### src/rtl/irq_entry_pkg.sv
package irq_entry_pkg;

    typedef enum logic [2:0] {
        ST_IDLE,
        ST_VEC,
        ST_HND,
        ST_PCW,
        ST_CCH,
        ST_CCL,
        ST_FIN
    } seq_state_e;

    typedef enum logic [1:0] {
        ACC_NONE,
        ACC_RD_W,
        ACC_WR_W,
        ACC_WR_B
    } acc_kind_e;

    // state that follows a completed access
    function automatic seq_state_e step_after(input seq_state_e s);
        case (s)
            ST_VEC:  return ST_HND;
            ST_HND:  return ST_PCW;
            ST_PCW:  return ST_CCH;
            ST_CCH:  return ST_CCL;
            ST_CCL:  return ST_FIN;
            default: return ST_IDLE;
        endcase
    endfunction

    function automatic acc_kind_e kind_of(input seq_state_e s);
        case (s)
            ST_VEC, ST_HND:  return ACC_RD_W;
            ST_PCW:          return ACC_WR_W;
            ST_CCH, ST_CCL:  return ACC_WR_B;
            default:         return ACC_NONE;
        endcase
    endfunction

endpackage

### src/rtl/irq_gie_reg.sv
module irq_gie_reg (
    input  logic clk,
    input  logic rst,
    input  logic set_i,
    input  logic clr_i,
    output logic gie_o
);
    always_ff @(posedge clk) begin
        if (rst)
            gie_o <= 1'b0;
        else if (clr_i)
            gie_o <= 1'b0;
        else if (set_i)
            gie_o <= 1'b1;
    end
endmodule

### src/rtl/irq_mem_port.sv
module irq_mem_port
    import irq_entry_pkg::*;
#(
    parameter int AW = 16,
    parameter int DW = 16
) (
    input  acc_kind_e       kind_i,
    input  logic [AW-1:0]   addr_i,
    input  logic [DW-1:0]   data_i,
    input  logic            rdy_i,
    output logic            mem_req,
    output logic            mem_we,
    output logic            mem_word,
    output logic [AW-1:0]   mem_addr,
    output logic [DW-1:0]   mem_wdata,
    output logic            fire_o
);
    always_comb begin
        mem_req   = (kind_i != ACC_NONE);
        mem_we    = (kind_i == ACC_WR_W) || (kind_i == ACC_WR_B);
        mem_word  = (kind_i == ACC_RD_W) || (kind_i == ACC_WR_W);
        mem_addr  = mem_req ? addr_i : '0;
        mem_wdata = mem_we ? data_i : '0;
        fire_o    = mem_req && rdy_i;
    end
endmodule

### src/rtl/irq_entry_ctrl.sv
module irq_entry_ctrl
    import irq_entry_pkg::*;
#(
    parameter int AW = 16,
    parameter int DW = 16,
    parameter int VW = 7,
    parameter int CW = 8
) (
    input  logic            clk,
    input  logic            rst,
    input  logic            start_i,
    input  logic [VW-1:0]   vec_i,
    input  logic [DW-1:0]   pc_i,
    input  logic [CW-1:0]   ccr_i,
    input  logic [AW-1:0]   sp_i,
    input  logic            fire_i,
    input  logic [DW-1:0]   rdata_i,
    output acc_kind_e       kind_o,
    output logic [AW-1:0]   addr_o,
    output logic [DW-1:0]   data_o,
    output logic [DW-1:0]   pc_o,
    output logic [AW-1:0]   sp_o,
    output logic            done_o,
    output logic            busy_o
);
    localparam int VPAD = AW - VW - 1;
    localparam int CPAD = DW - CW;

    seq_state_e      state;
    logic [VW-1:0]   cap_vec;
    logic [DW-1:0]   cap_pc;
    logic [CW-1:0]   cap_ccr;
    logic [AW-1:0]   cap_sp;
    logic [AW-1:0]   ptr;
    logic [DW-1:0]   hnd;
    logic [AW-1:0]   sp_m2;
    logic [AW-1:0]   sp_m4;

    assign sp_m2 = cap_sp - AW'(2);
    assign sp_m4 = cap_sp - AW'(4);

    always_comb begin
        kind_o = kind_of(state);
        addr_o = '0;
        data_o = '0;
        case (state)
            ST_VEC: addr_o = {{VPAD{1'b0}}, cap_vec, 1'b0};
            ST_HND: addr_o = ptr;
            ST_PCW: begin
                addr_o = sp_m2;
                data_o = cap_pc;
            end
            ST_CCH: begin
                addr_o = sp_m4;
                data_o = {{CPAD{1'b0}}, cap_ccr};
            end
            ST_CCL: begin
                addr_o = sp_m4 + AW'(1);
                data_o = {{CPAD{1'b0}}, cap_ccr};
            end
            default: ;
        endcase
    end

    always_ff @(posedge clk) begin
        if (rst) begin
            state   <= ST_IDLE;
            cap_vec <= '0;
            cap_pc  <= '0;
            cap_ccr <= '0;
            cap_sp  <= '0;
            ptr     <= '0;
            hnd     <= '0;
            pc_o    <= '0;
            sp_o    <= '0;
        end else begin
            case (state)
                ST_IDLE: begin
                    if (start_i) begin
                        cap_vec <= vec_i;
                        cap_pc  <= pc_i;
                        cap_ccr <= ccr_i;
                        cap_sp  <= sp_i;
                        state   <= ST_VEC;
                    end
                end
                ST_FIN: state <= ST_IDLE;
                default: begin
                    if (fire_i) begin
                        if (state == ST_VEC) ptr <= rdata_i[AW-1:0];
                        if (state == ST_HND) hnd <= rdata_i;
                        if (state == ST_CCL) begin
                            pc_o <= hnd;
                            sp_o <= sp_m4;
                        end
                        state <= step_after(state);
                    end
                end
            endcase
        end
    end

    assign done_o = (state == ST_FIN);
    assign busy_o = (state != ST_IDLE);
endmodule

### src/rtl/irq_entry_seq.sv
module irq_entry_seq
    import irq_entry_pkg::*;
#(
    parameter int AW = 16,
    parameter int DW = 16,
    parameter int VW = 7,
    parameter int CW = 8
) (
    input  logic            clk,
    input  logic            rst,
    input  logic            irq_req,
    input  logic [VW-1:0]   irq_vec,
    input  logic            gie_set,
    input  logic [DW-1:0]   cur_pc,
    input  logic [CW-1:0]   cur_ccr,
    input  logic [AW-1:0]   cur_sp,
    output logic            mem_req,
    output logic            mem_we,
    output logic            mem_word,
    output logic [AW-1:0]   mem_addr,
    output logic [DW-1:0]   mem_wdata,
    input  logic [DW-1:0]   mem_rdata,
    input  logic            mem_rdy,
    output logic            gie,
    output logic [DW-1:0]   pc_out,
    output logic [AW-1:0]   sp_out,
    output logic            done
);
    acc_kind_e       kind;
    logic [AW-1:0]   acc_addr;
    logic [DW-1:0]   acc_data;
    logic            fire;
    logic            busy;
    logic            start;

    assign start = irq_req && gie && !busy;

    irq_gie_reg u_gie (
        .clk   (clk),
        .rst   (rst),
        .set_i (gie_set),
        .clr_i (start),
        .gie_o (gie)
    );

    irq_entry_ctrl #(.AW(AW), .DW(DW), .VW(VW), .CW(CW)) u_ctrl (
        .clk     (clk),
        .rst     (rst),
        .start_i (start),
        .vec_i   (irq_vec),
        .pc_i    (cur_pc),
        .ccr_i   (cur_ccr),
        .sp_i    (cur_sp),
        .fire_i  (fire),
        .rdata_i (mem_rdata),
        .kind_o  (kind),
        .addr_o  (acc_addr),
        .data_o  (acc_data),
        .pc_o    (pc_out),
        .sp_o    (sp_out),
        .done_o  (done),
        .busy_o  (busy)
    );

    irq_mem_port #(.AW(AW), .DW(DW)) u_port (
        .kind_i    (kind),
        .addr_i    (acc_addr),
        .data_i    (acc_data),
        .rdy_i     (mem_rdy),
        .mem_req   (mem_req),
        .mem_we    (mem_we),
        .mem_word  (mem_word),
        .mem_addr  (mem_addr),
        .mem_wdata (mem_wdata),
        .fire_o    (fire)
    );
endmodule

### config.mk
export PLATFORM = sky130hd
export DESIGN_NAME = irq_entry_seq
export DESIGN_NICKNAME = d
export VERILOG_FILES = /design/src/rtl/irq_entry_pkg.sv /design/src/rtl/irq_gie_reg.sv /design/src/rtl/irq_mem_port.sv /design/src/rtl/irq_entry_ctrl.sv /design/src/rtl/irq_entry_seq.sv
export SDC_FILE = /design/constraint.sdc
export NUM_CORES = 1
export LEC_CHECK = 0
export BUFFER_PORTS_ARGS = -buffer_cell sky130_fd_sc_hd__buf_2
export CAP_MARGIN = 25
export CELL_PAD_IN_SITES_DETAIL_PLACEMENT = 0
export CELL_PAD_IN_SITES_GLOBAL_PLACEMENT = 1
export CORE_MARGIN = 10
export CORE_UTILIZATION = 38
export DETAILED_ROUTE_END_ITERATION = 7
export PLACE_DENSITY = 0.79
export SLEW_MARGIN = 20
export SYNTH_ARGS = -nofsm -noshare
export SYNTH_HDL_FRONTEND = slang
export SYNTH_SLANG_ARGS = --single-unit
### constraint.sdc
create_clock -name clk -period 3.4 [get_ports clk]
set_input_delay 0.17 -clock clk [delete_from_list [all_inputs] [get_ports clk]]
set_output_delay 0.17 -clock clk [all_outputs]
set_load 0.01 [all_outputs]
After elaboration in Yosys (flattened, before gate mapping)

Index checks and enable logic that the tools add are counted.

$add $sub $neg: 3
Equal/unequal tests: 10
Mux-type cells: 9
Bitwise logic cells: 1
Reduce and logical (&&, ||, !) cells: 19

Operator list:

| operator                                             | count |
|---|---|
| case mux 16 bit (5 select lines)                     | 1 |
| 2-to-1 mux 16 bit                                    | 2 |
| case mux 16 bit (2 select lines)                     | 1 |
| adder 16 x 1 -> 16 bit (second input constant)       | 1 |
| subtractor 16 x 2 -> 16 bit (second input constant)  | 1 |
| subtractor 16 x 3 -> 16 bit (second input constant)  | 1 |
| case mux 3 bit (5 select lines)                      | 1 |
| equality test 3 bit (second input constant)          | 3 |
| AND reduction 3 bit                                  | 3 |
| OR reduction 2 bit                                   | 4 |
| equality test 3 x 2 -> 1 bit (second input constant) | 2 |
| 2-to-1 mux 3 bit                                     | 2 |
| case mux 2 bit (3 select lines)                      | 1 |
| case mux 3 bit (2 select lines)                      | 1 |
| nonzero test 3 bit                                   | 2 |
| equality test 2 bit (second input constant)          | 2 |
| AND reduction 2 bit                                  | 2 |
| equality test 3 x 1 -> 1 bit (second input constant) | 1 |
| logical AND 1 bit                                    | 3 |
| logical NOT 3 bit                                    | 1 |
| equality test 2 x 1 -> 1 bit (second input constant) | 1 |
| logical OR 1 bit                                     | 2 |
| inequality test 2 bit (second input constant)        | 1 |
| nonzero test 2 bit                                   | 1 |
| 2 further kinds                                      | 2 |

Bits in registers: 115
Input port bits: 68
Logic and storage cells: 52

Logic depth before layout (Yosys ltp)

Gate-level depths: netlist of the first run.

Word-level depth: 7
Gate-level depth with buffers: 12
Gate-level depth less buffers: 10

Cells and area by module

From an unflattened synthesis of the first run, not the netlist that was laid out.

Cells, all modules: 784
Area total of the unflattened synthesis: 5,913.2 um^2

By module, submodules not included:

| module         | instances | cells each | area an instance (um^2) |
|---|---|---|---|
| irq_entry_ctrl | 1         | 735        | 5,535.3 |
| irq_mem_port   | 1         | 45         | 335.3 |
| irq_gie_reg    | 1         | 3          | 33.8 |
| irq_entry_seq  | 1         | 1          | 8.8 |

Worst setup path before layout of the first run

No wires, ideal clock.

Path kind: register to register
Start: register u_ctrl.state[0]
End: register u_ctrl.sp_o[10]
Arrival time: 3,030 ps
Data required time: 3,314 ps
Slack: 284 ps
Cell stages (with the launch flop): 13
Path buffers: 4
Cell sequence: dfxtp_1 > clkbuf_1 > clkbuf_1 > clkbuf_1 > xor2_1 > a21oi_1 > ha_1 > inv_1 > nand2_1 > nor3_1 > clkbuf_1 > nor2_1 > a211oi_1

Word-level cells in the longest chain between the ends: 6
Elaborated cells on any way between the ends: 15
Those cells by class: eq/ne (6); mux (1); bitwise (1); reduce/logical (7)

Ends and longest elaborated chain:

| element                                           | line                 | text |
|---|---|---|
| start, declared                                   | irq_entry_ctrl.sv:29 | `seq_state_e state;` |
| start signal, assigned                            | irq_entry_ctrl.sv:96 | `state <= step_after(state);` |
| equality test 3 bit, or another cell as far along | irq_entry_pkg.sv:33  | `case (s)` |
| OR reduction 2 bit, on equally long branches      | -                    |  |
| case mux 2 bit (3 select lines) *                 | irq_entry_pkg.sv:33  |  |
| nonzero test 2 bit *                              | irq_mem_port.sv:19   | `mem_req = (kind_i != ACC_NONE);` |
| named net mem_req                                 | irq_entry_seq.sv:17  | `output logic mem_req,` |
| logical AND 1 bit *                               | irq_mem_port.sv:24   | `fire_o = mem_req && rdy_i;` |
| AND reduction 3 bit (no source line) *            | -                    |  |
| end signal, assigned                              | irq_entry_ctrl.sv:94 | `sp_o <= sp_m4;` |
| end, declared                                     | irq_entry_ctrl.sv:22 | `output logic [AW-1:0] sp_o,` |

Mark *: on every way through the listed nets, which the timed path passes. The rest lies on a longest branch.
A chain may end at the register's enable or synchronous reset.

Final worst setup path of the first run

Start: register u_ctrl.cap_sp[2]
End: output mem_addr[15]

Word-level cells in the longest chain between the ends: 4
Elaborated cells on any way between the ends: 5
Those cells by class: add/sub (3); mux (2)

Ends and longest elaborated chain:

| element                          | line                 | text |
|---|---|---|
| start, declared                  | irq_entry_ctrl.sv:33 | `logic [AW-1:0] cap_sp;` |
| start signal, assigned           | irq_entry_ctrl.sv:83 | `cap_sp <= sp_i;` |
| subtractor 16 x 3 -> 16 bit      | irq_entry_ctrl.sv:40 | `assign sp_m4 = cap_sp - AW'(4);` |
| named net u_ctrl.sp_m4[2]        | irq_entry_ctrl.sv:37 | `logic [AW-1:0] sp_m4;` |
| adder 16 x 1 -> 16 bit           | irq_entry_ctrl.sv:58 | `addr_o = sp_m4 + AW'(1);` |
| case mux 16 bit (5 select lines) | irq_entry_ctrl.sv:46 | `case (state)` |
| 2-to-1 mux 16 bit                | irq_mem_port.sv:22   | `mem_addr = mem_req ? addr_i : '0;` |
| end, declared                    | irq_entry_seq.sv:20  | `output logic [AW-1:0] mem_addr,` |

The timed path passes the listed nets, and every way through them passes these cells.

==> results of run 1 <==
[worst min path at each step]
| stage | to | cells after the start | from | slack, ns |
|---|---|---|---|---|
| after floorplan | u_ctrl.cap_pc[10] | 2 | cur_pc[10] | 0.31 |
| after global placement | u_ctrl.cap_pc[9] | 3 | cur_pc[9] | 0.41 |
| after detailed placement | u_ctrl.cap_pc[13] | 3 | cur_pc[13] | 0.42 |
| after CTS | u_ctrl.hnd[4] | 3 | mem_rdata[4] | 0.0008 |
| after global routing | u_ctrl.ptr[12] | 3 | mem_rdata[12] | 0.001 |
| final | u_ctrl.cap_sp[3] | 3 | cur_sp[3] | 0.01 |
[placed cells by master (no fill, tap or decap), types with 5 or more instances in the layout]
master	netlist	final
o22ai_1	5	5
a211oi_1	16	16
nand3_1	10	10
buf_2	3	135
and3_1	10	10
xnor2_1	12	12
dlygate4sd3_1	0	47
ha_1	7	6
dfxtp_1	115	114
a21oi_1	124	123
nand4_1	7	7
xor2_1	19	19
a22o_1	9	9
nor2_1	56	56
buf_4	0	29
nor4_1	6	5
a22oi_1	5	5
o21ai_0	16	16
nor3_1	16	13
nand2_1	224	224
inv_1	9	8
clkbuf_16	0	17
[cell families (layout without fill, tap and decap cells)]
| family | count (synthesis) | count (layout) |
|---|---|---|
| AO/OA/AOI/OAI | 202 | 202 |
| XOR/XNOR | 31 | 31 |
| adder cells (fa/ha/maj) | 7 | 7 |
| buffers and inverters | 71 | 253 |
| flip-flops | 115 | 115 |
| multiplexers | 4 | 4 |
| AND/OR/NAND/NOR | 349 | 349 |
[registers in the layout (all words and copies together) (netlist names)]
name	flops
u_ctrl.cap_sp	16
u_ctrl.cap_ccr	8
u_ctrl.pc_o	16
u_ctrl.cap_pc	16
u_ctrl.cap_vec	7
u_ctrl.state	3
u_ctrl.hnd	16
u_ctrl.sp_o	16
u_gie.gie_o	1
u_ctrl.ptr	16
[metal layers]
metal	up-vias	track usage, %	share of wire [%]
li1	3007	-	-
met1	2760	23.95	45
met2	199	29.35	45
met3	21	7.076	8.3
met4	0	5.378	1.2
met5	-	0	0
[worst max-delay path, delay by kind of cell, from the launching register on]
| kind | cells | cell delay (ns) |
|---|---|---|
| AOI/OAI and AO/OA | 4 | 1.07 |
| buffers and inverters | 2 | 0.27 |
| adders and majority gates | 1 | 0.19 |
| DFF | 1 | 0.32 |
| and+or+nand+nor | 2 | 0.87 |
[power groups by stage]
stage          registers (W)  clock network (W)  logic (W)
6_report             0.00141            0.00185   0.000495
4_1_cts              0.00141            0.00188   0.000482
5_1_grt              0.00142            0.00196   0.000538
3_5_place_dp         0.00144                  0   0.000434
2_1_floorplan        0.00142                  0   0.000306
3_3_place_gp         0.00144                  0   0.000435
[timing repair]
item,CTS,global route
hold buffers,46,1
gates resized for setup,2,9
buffers inserted,0,0
pin swaps,0,1
setup endpoints to repair,1,3
hold endpoints to repair,48,1
[metrics by stage]
| step | utilization [%] | power, W |
|---|---|---|
| floorplan | - | 0.001723 |
| global placement | 45.05 | 0.001874 |
| detailed placement | 45.05 | 0.001873 |
| CTS | 52.54 | 0.003775 |
| global route | 52.90 | 0.003914 |
| finish | 52.90 | 0.003754 |
[area by class of cell]
type                            instances  area (sq um)
Clock buffer                           24         491.7
Clock inverter                          8         123.9
Timing Repair Buffer                  211          1364
Tap cell                              184         230.2
Sequential cell                       115          2303
Multi-Input combinational cell        593          3167
Fill cell                            1437          6872
Inverter                               10         37.54
==> run summary, run 1 <==
Top-area cell type share of the netlist area - 40.41%
Worst reg2reg endpoint - u_ctrl.hnd[7]
Final worst path period need - 3.298 ns
I/O Pins - 137
WS Path Type - register to output pin
Final setup TNS - 0 ns
Die area - 20290 sq um
Vias/cell - 5.229
Initial Util - 39.05%
Clk pwr share - 49.2%
F_max - 303.2 MHz
Compound-Gate Fraction of Synth Area - 21.50%
Clock latency on the worst-skew pair - 0.42 ns
Placed cells - 1065
Initial antenna violation count - 0
Die Width - 142.4 um
Synth cell types - 57
Hold Path Class - input port to register
Core area - 14590 sq um
Hold_ws - 0.01054 ns
DRC - 0
CP Max Fanout - 6
Switching power share of the total - 25.07%
CP Launch Point - u_ctrl.cap_sp[2]
WP data required - 3.23 ns
Comb pwr share - 13.2%
Synth Cell Area - 5697 sq um
Top post-synthesis cells by area - dfxtp_1, nand2_1, a21oi_1
Reg power frac - 37.6%
Area Overhead vs Synth - 35.47%
Post-Route WL - 19370 um
Status - complete, no violations
Max-slew headroom - 49.16%
Layout Cells excl Fill - 1145
WL/cell - 16.92 um
CTS tree - yes
Register area share after synthesis - 40.41%
Post-synth top area cell - dfxtp_1
Final Slew Violations - 0
Die height - 142.4 um
Final ANT Viol Nets - 0
YS warnings - 0
Gpl congestion - 0.9117
H-tree Lvls - 4
XOR/XNOR Fraction of Synth Area - 4.766%
# nets final - 1023
Adder-cell area share of the yosys netlist - 1.537%
ANT cells - 0
Worst setup EP type - output pin
Setup Skew - 0.01035 ns
R2R Setup Slk - 0.73 ns
Worst EP arrival - 3.13 ns
Max stage delay on crit path - 0.44 ns
Final HPWL DP - 13850 um
TritonRoute pass-1 iters - 5
CTS root buffer - clkbuf_16
Syn Nets - 854
Port Buf Inserts - 136
Worst path slowest cell - or3_4
Row Count - 44
Mux contribution to synthesized area - 0.7248%
Worst Max-Slew Pin Slew - 0.7597 ns
Detailed-route via count - 5987
Seq cells post-synth - 115
Vias in the first global route - 5858
Post-synth ARST share - 0%
Total GRT Usage - 18.92%
Maximum vdd drop - 0.3463 mV
Most instantiated library cell after synthesis - nand2_1
Final-report setup violation count - 0
GR Overflow Total - 0
Final period util - 97.01%
Number of CTS-inserted buffers - 17
Clock transition at path regs - 0.05 ns
Ys flop type - dfxtp_1
Crit start category - register
Leakage Power - 3.166 nW
PD cells - 486.4 nW/um^2
DRT iter0 DRCs - 390
Largest net degree at the start of global routing - 66
Sw power - 0.0009410 W
RSZ-0062 raised after global routing - true
EDFF count, synth - 0
Post-Layout Inst Area - 7717 sq um
First-pass GRT wire length - 31060 um
Setup WS pre-CTS - 0.4935 ns
Max Cap Viol - 0
Clock sink count - 115
Max clock buf depth - 2
Share of layout cells above drive strength 1 - 22.27%
Gate Count Post-Synth - 779
Synth cell count leaders - nand2_1, a21oi_1, dfxtp_1, nor2_1, clkbuf_1
Final hold vios - 0
Area after DPL - 6573 sq um
Register-to-Register Path Depth - 8
Combinational family with the most area after synthesis - simple AND/OR/NAND/NOR gates
Syn_area_per_cell - 7.313 sq um
Critical path cell sequence - inv_2 > ha_2 > or3b_4 > a2111oi_4 > a21oi_2 > or3_4 > o311a_1 > o31ai_2 > buf_2
FF-to-FF Start - u_ctrl.state[0]
Internal cell power - 0.002812 W
Final setup margin - 0.1015 ns
Critical Path End - mem_addr[15]
Post-synthesis simple-gate area fraction - 26.05%
Note: power is estimated with default switching activity, not from simulation.
==> inputs of run 2 (changes only) <==
--- a/config.mk
+++ b/config.mk
@@ -9,10 +9,10 @@
 export CAP_MARGIN = 25
 export CELL_PAD_IN_SITES_DETAIL_PLACEMENT = 0
 export CELL_PAD_IN_SITES_GLOBAL_PLACEMENT = 1
-export CORE_MARGIN = 10
 export CORE_UTILIZATION = 38
 export DETAILED_ROUTE_END_ITERATION = 7
-export PLACE_DENSITY = 0.79
+export PLACE_DENSITY = 0.8
+export SETUP_SLACK_MARGIN = 0.3
 export SLEW_MARGIN = 20
 export SYNTH_ARGS = -nofsm -noshare
 export SYNTH_HDL_FRONTEND = slang
==> run summary, run 2 (synthesis results as in run 1) <==
ANT cells - 0 (unchanged)
Clock sink count - 115 (unchanged)
Row Count - 44 (unchanged)
Final hold vios - 0 (unchanged)
Final ANT Viol Nets - 0 (unchanged)
Final period util - 92.43% (-4.6 points)
Die height - 124.4 um (-13%)
Total GRT Usage - 23.80% (+4.9 points)
GR Overflow Total - 0 (unchanged)
WL/cell - 15.91 um (-6.0%)
Post-Layout Inst Area - 7941 sq um (+2.9%)
DRC - 0 (unchanged)
Worst EP arrival - 2.97 ns (-0.16 ns)
Max-slew headroom - 29.53% (-20 points)
RSZ-0062 raised after global routing - true
Placed cells - 1061 (-0.38%)
WP data required - 3.23 ns (about the same)
H-tree Lvls - 4 (unchanged)
Hold_ws - 0.009915 ns (-0.0006221 ns)
Setup Skew - 0.009716 ns (-0.0006332 ns)
Final-report setup violation count - 0 (unchanged)
Port Buf Inserts - 136 (unchanged)
Initial antenna violation count - 0 (unchanged)
Post-Route WL - 18360 um (-5.2%)
Max Cap Viol - 0 (unchanged)
Area after DPL - 6549 sq um (-0.36%)
Area Overhead vs Synth - 39.40%
Final worst path period need - 3.143 ns (-0.1559 ns)
Clock transition at path regs - 0.05 ns (about the same)
Max clock buf depth - 2 (unchanged)
F_max - 318.2 MHz (+5.0%)
Initial Util - 39.05% (unchanged)
Number of CTS-inserted buffers - 17 (unchanged)
Share of layout cells above drive strength 1 - 24.95% (+2.7 points)
CP Max Fanout - 2 (-4)
Largest net degree at the start of global routing - 84 (+27%)
Maximum vdd drop - 0.4952 mV (+43%)
CTS tree - yes
Gpl congestion - 0.8729 (-4.3%)
# nets final - 1033 (+0.98%)
TritonRoute pass-1 iters - 5 (unchanged)
Final HPWL DP - 12240 um (-12%)
Core area - 14590 sq um (unchanged)
Hold Path Class - input port to register
Final Slew Violations - 0 (unchanged)
First-pass GRT wire length - 29440 um (-5.2%)
Leakage Power - 3.243 nW (+2.4%)
PD cells - 476.6 nW/um^2 (-2.0%)
Die area - 15490 sq um (-24%)
Final setup TNS - 0 ns (unchanged)
DRT iter0 DRCs - 441 (+13%)
Fill count - 1430 (-0.49%)
WS Path Type - register to output pin
I/O Pins - 137 (unchanged)
CTS root buffer - clkbuf_16
Detailed-route via count - 6084 (+1.6%)
Die Width - 124.4 um (-13%)
Status - complete, no violations
Worst Max-Slew Pin Slew - 1.053 ns (+0.2934 ns)
Worst setup EP type - output pin
Most frequent cells in the layout - nand2_1, buf_2, a21oi_1
Layout Cells excl Fill - 1154 (+0.79%)
Vias/cell - 5.272 (+0.83%)
Power Total - 0.003785 W (+0.83%)
Clock latency on the worst-skew pair - 0.42 ns (about the same)
Commonest non-fill, non-tap cell in the layout - nand2_1
Vias in the first global route - 5771 (-1.5%)
Crit start category - register
-- run 2: critical path, cell delays in order, from the launching register on --
cell and delay, ns:
dfxtp_2 0.33, buf_6 0.11, buf_6 0.11, or3_4 0.38, a2111oi_4 0.39, o22ai_2 0.14
or3_4 0.38, o311a_1 0.31, o31ai_2 0.24, buf_2 0.17
-- run 2: report_power, final --
group / switching [W] / internal, W / total (W) / leakage (nW)
Clock: 0.000615 / 0.00122 / 0.00183 / 0.287
Combinational: 0.000306 / 0.000239 / 0.000545 / 2.02
Sequential: 0.0000327 / 0.00138 / 0.00141 / 0.934
Total: 0.000954 / 0.00283 / 0.00378 / 3.24
-- run 2: layout make-up --
class                           instances  area, sq um  area share [%]
Clock buffer                           21        440.4           5.546
Timing Repair Buffer                  221         1461           18.40
Clock inverter                         10        158.9           2.001
Multi-Input combinational cell        593         3293           41.47
Tap cell                              184        230.2           2.899
Sequential cell                       115         2317           29.18
Inverter                               10        40.04          0.5042
-- run 2: worst paths after layout --
| path | startpoint | slack [ns] | depth (start not counted) | endpoint |
|---|---|---|---|---|
| worst max-delay path | u_ctrl.cap_sp[3] | 0.26 | 9 | mem_addr[15] |
| worst min-delay path | mem_rdata[15] | 0.01 | 3 | u_ctrl.ptr[15] |
| worst max register to register | u_ctrl.state[2] | 0.75 | 10 | u_ctrl.ptr[12] |
| worst min register to register | u_ctrl.pc_o[1] | 0.45 | 2 | u_ctrl.pc_o[1] |
-- run 2: what timing repair did --
item	CTS	global route
pin swaps	12	12
endpoints found under the setup margin	6	24
gates resized for setup	20	27
hold buffers	48	0
hold endpoints to repair	48	0
buffers inserted	10	4
-- run 2: stage by stage --
step                setup WS, ns  util [%]
finish                    0.2574     54.43
global route              0.1161     54.43
CTS                       0.2372     53.40
detailed placement        0.4973     44.89
global placement          0.4478     44.89
floorplan                 0.3877         -
-- run 2: layer usage --
metal / vias up / GRT usage, % / wire length, um
met5: - / 0 / 0
met4: 0 / 8.717 / 357
met3: 28 / 6.357 / 1282
met2: 235 / 37.44 / 8411
met1: 2790 / 31.10 / 8310
li1: 3031 / - / -
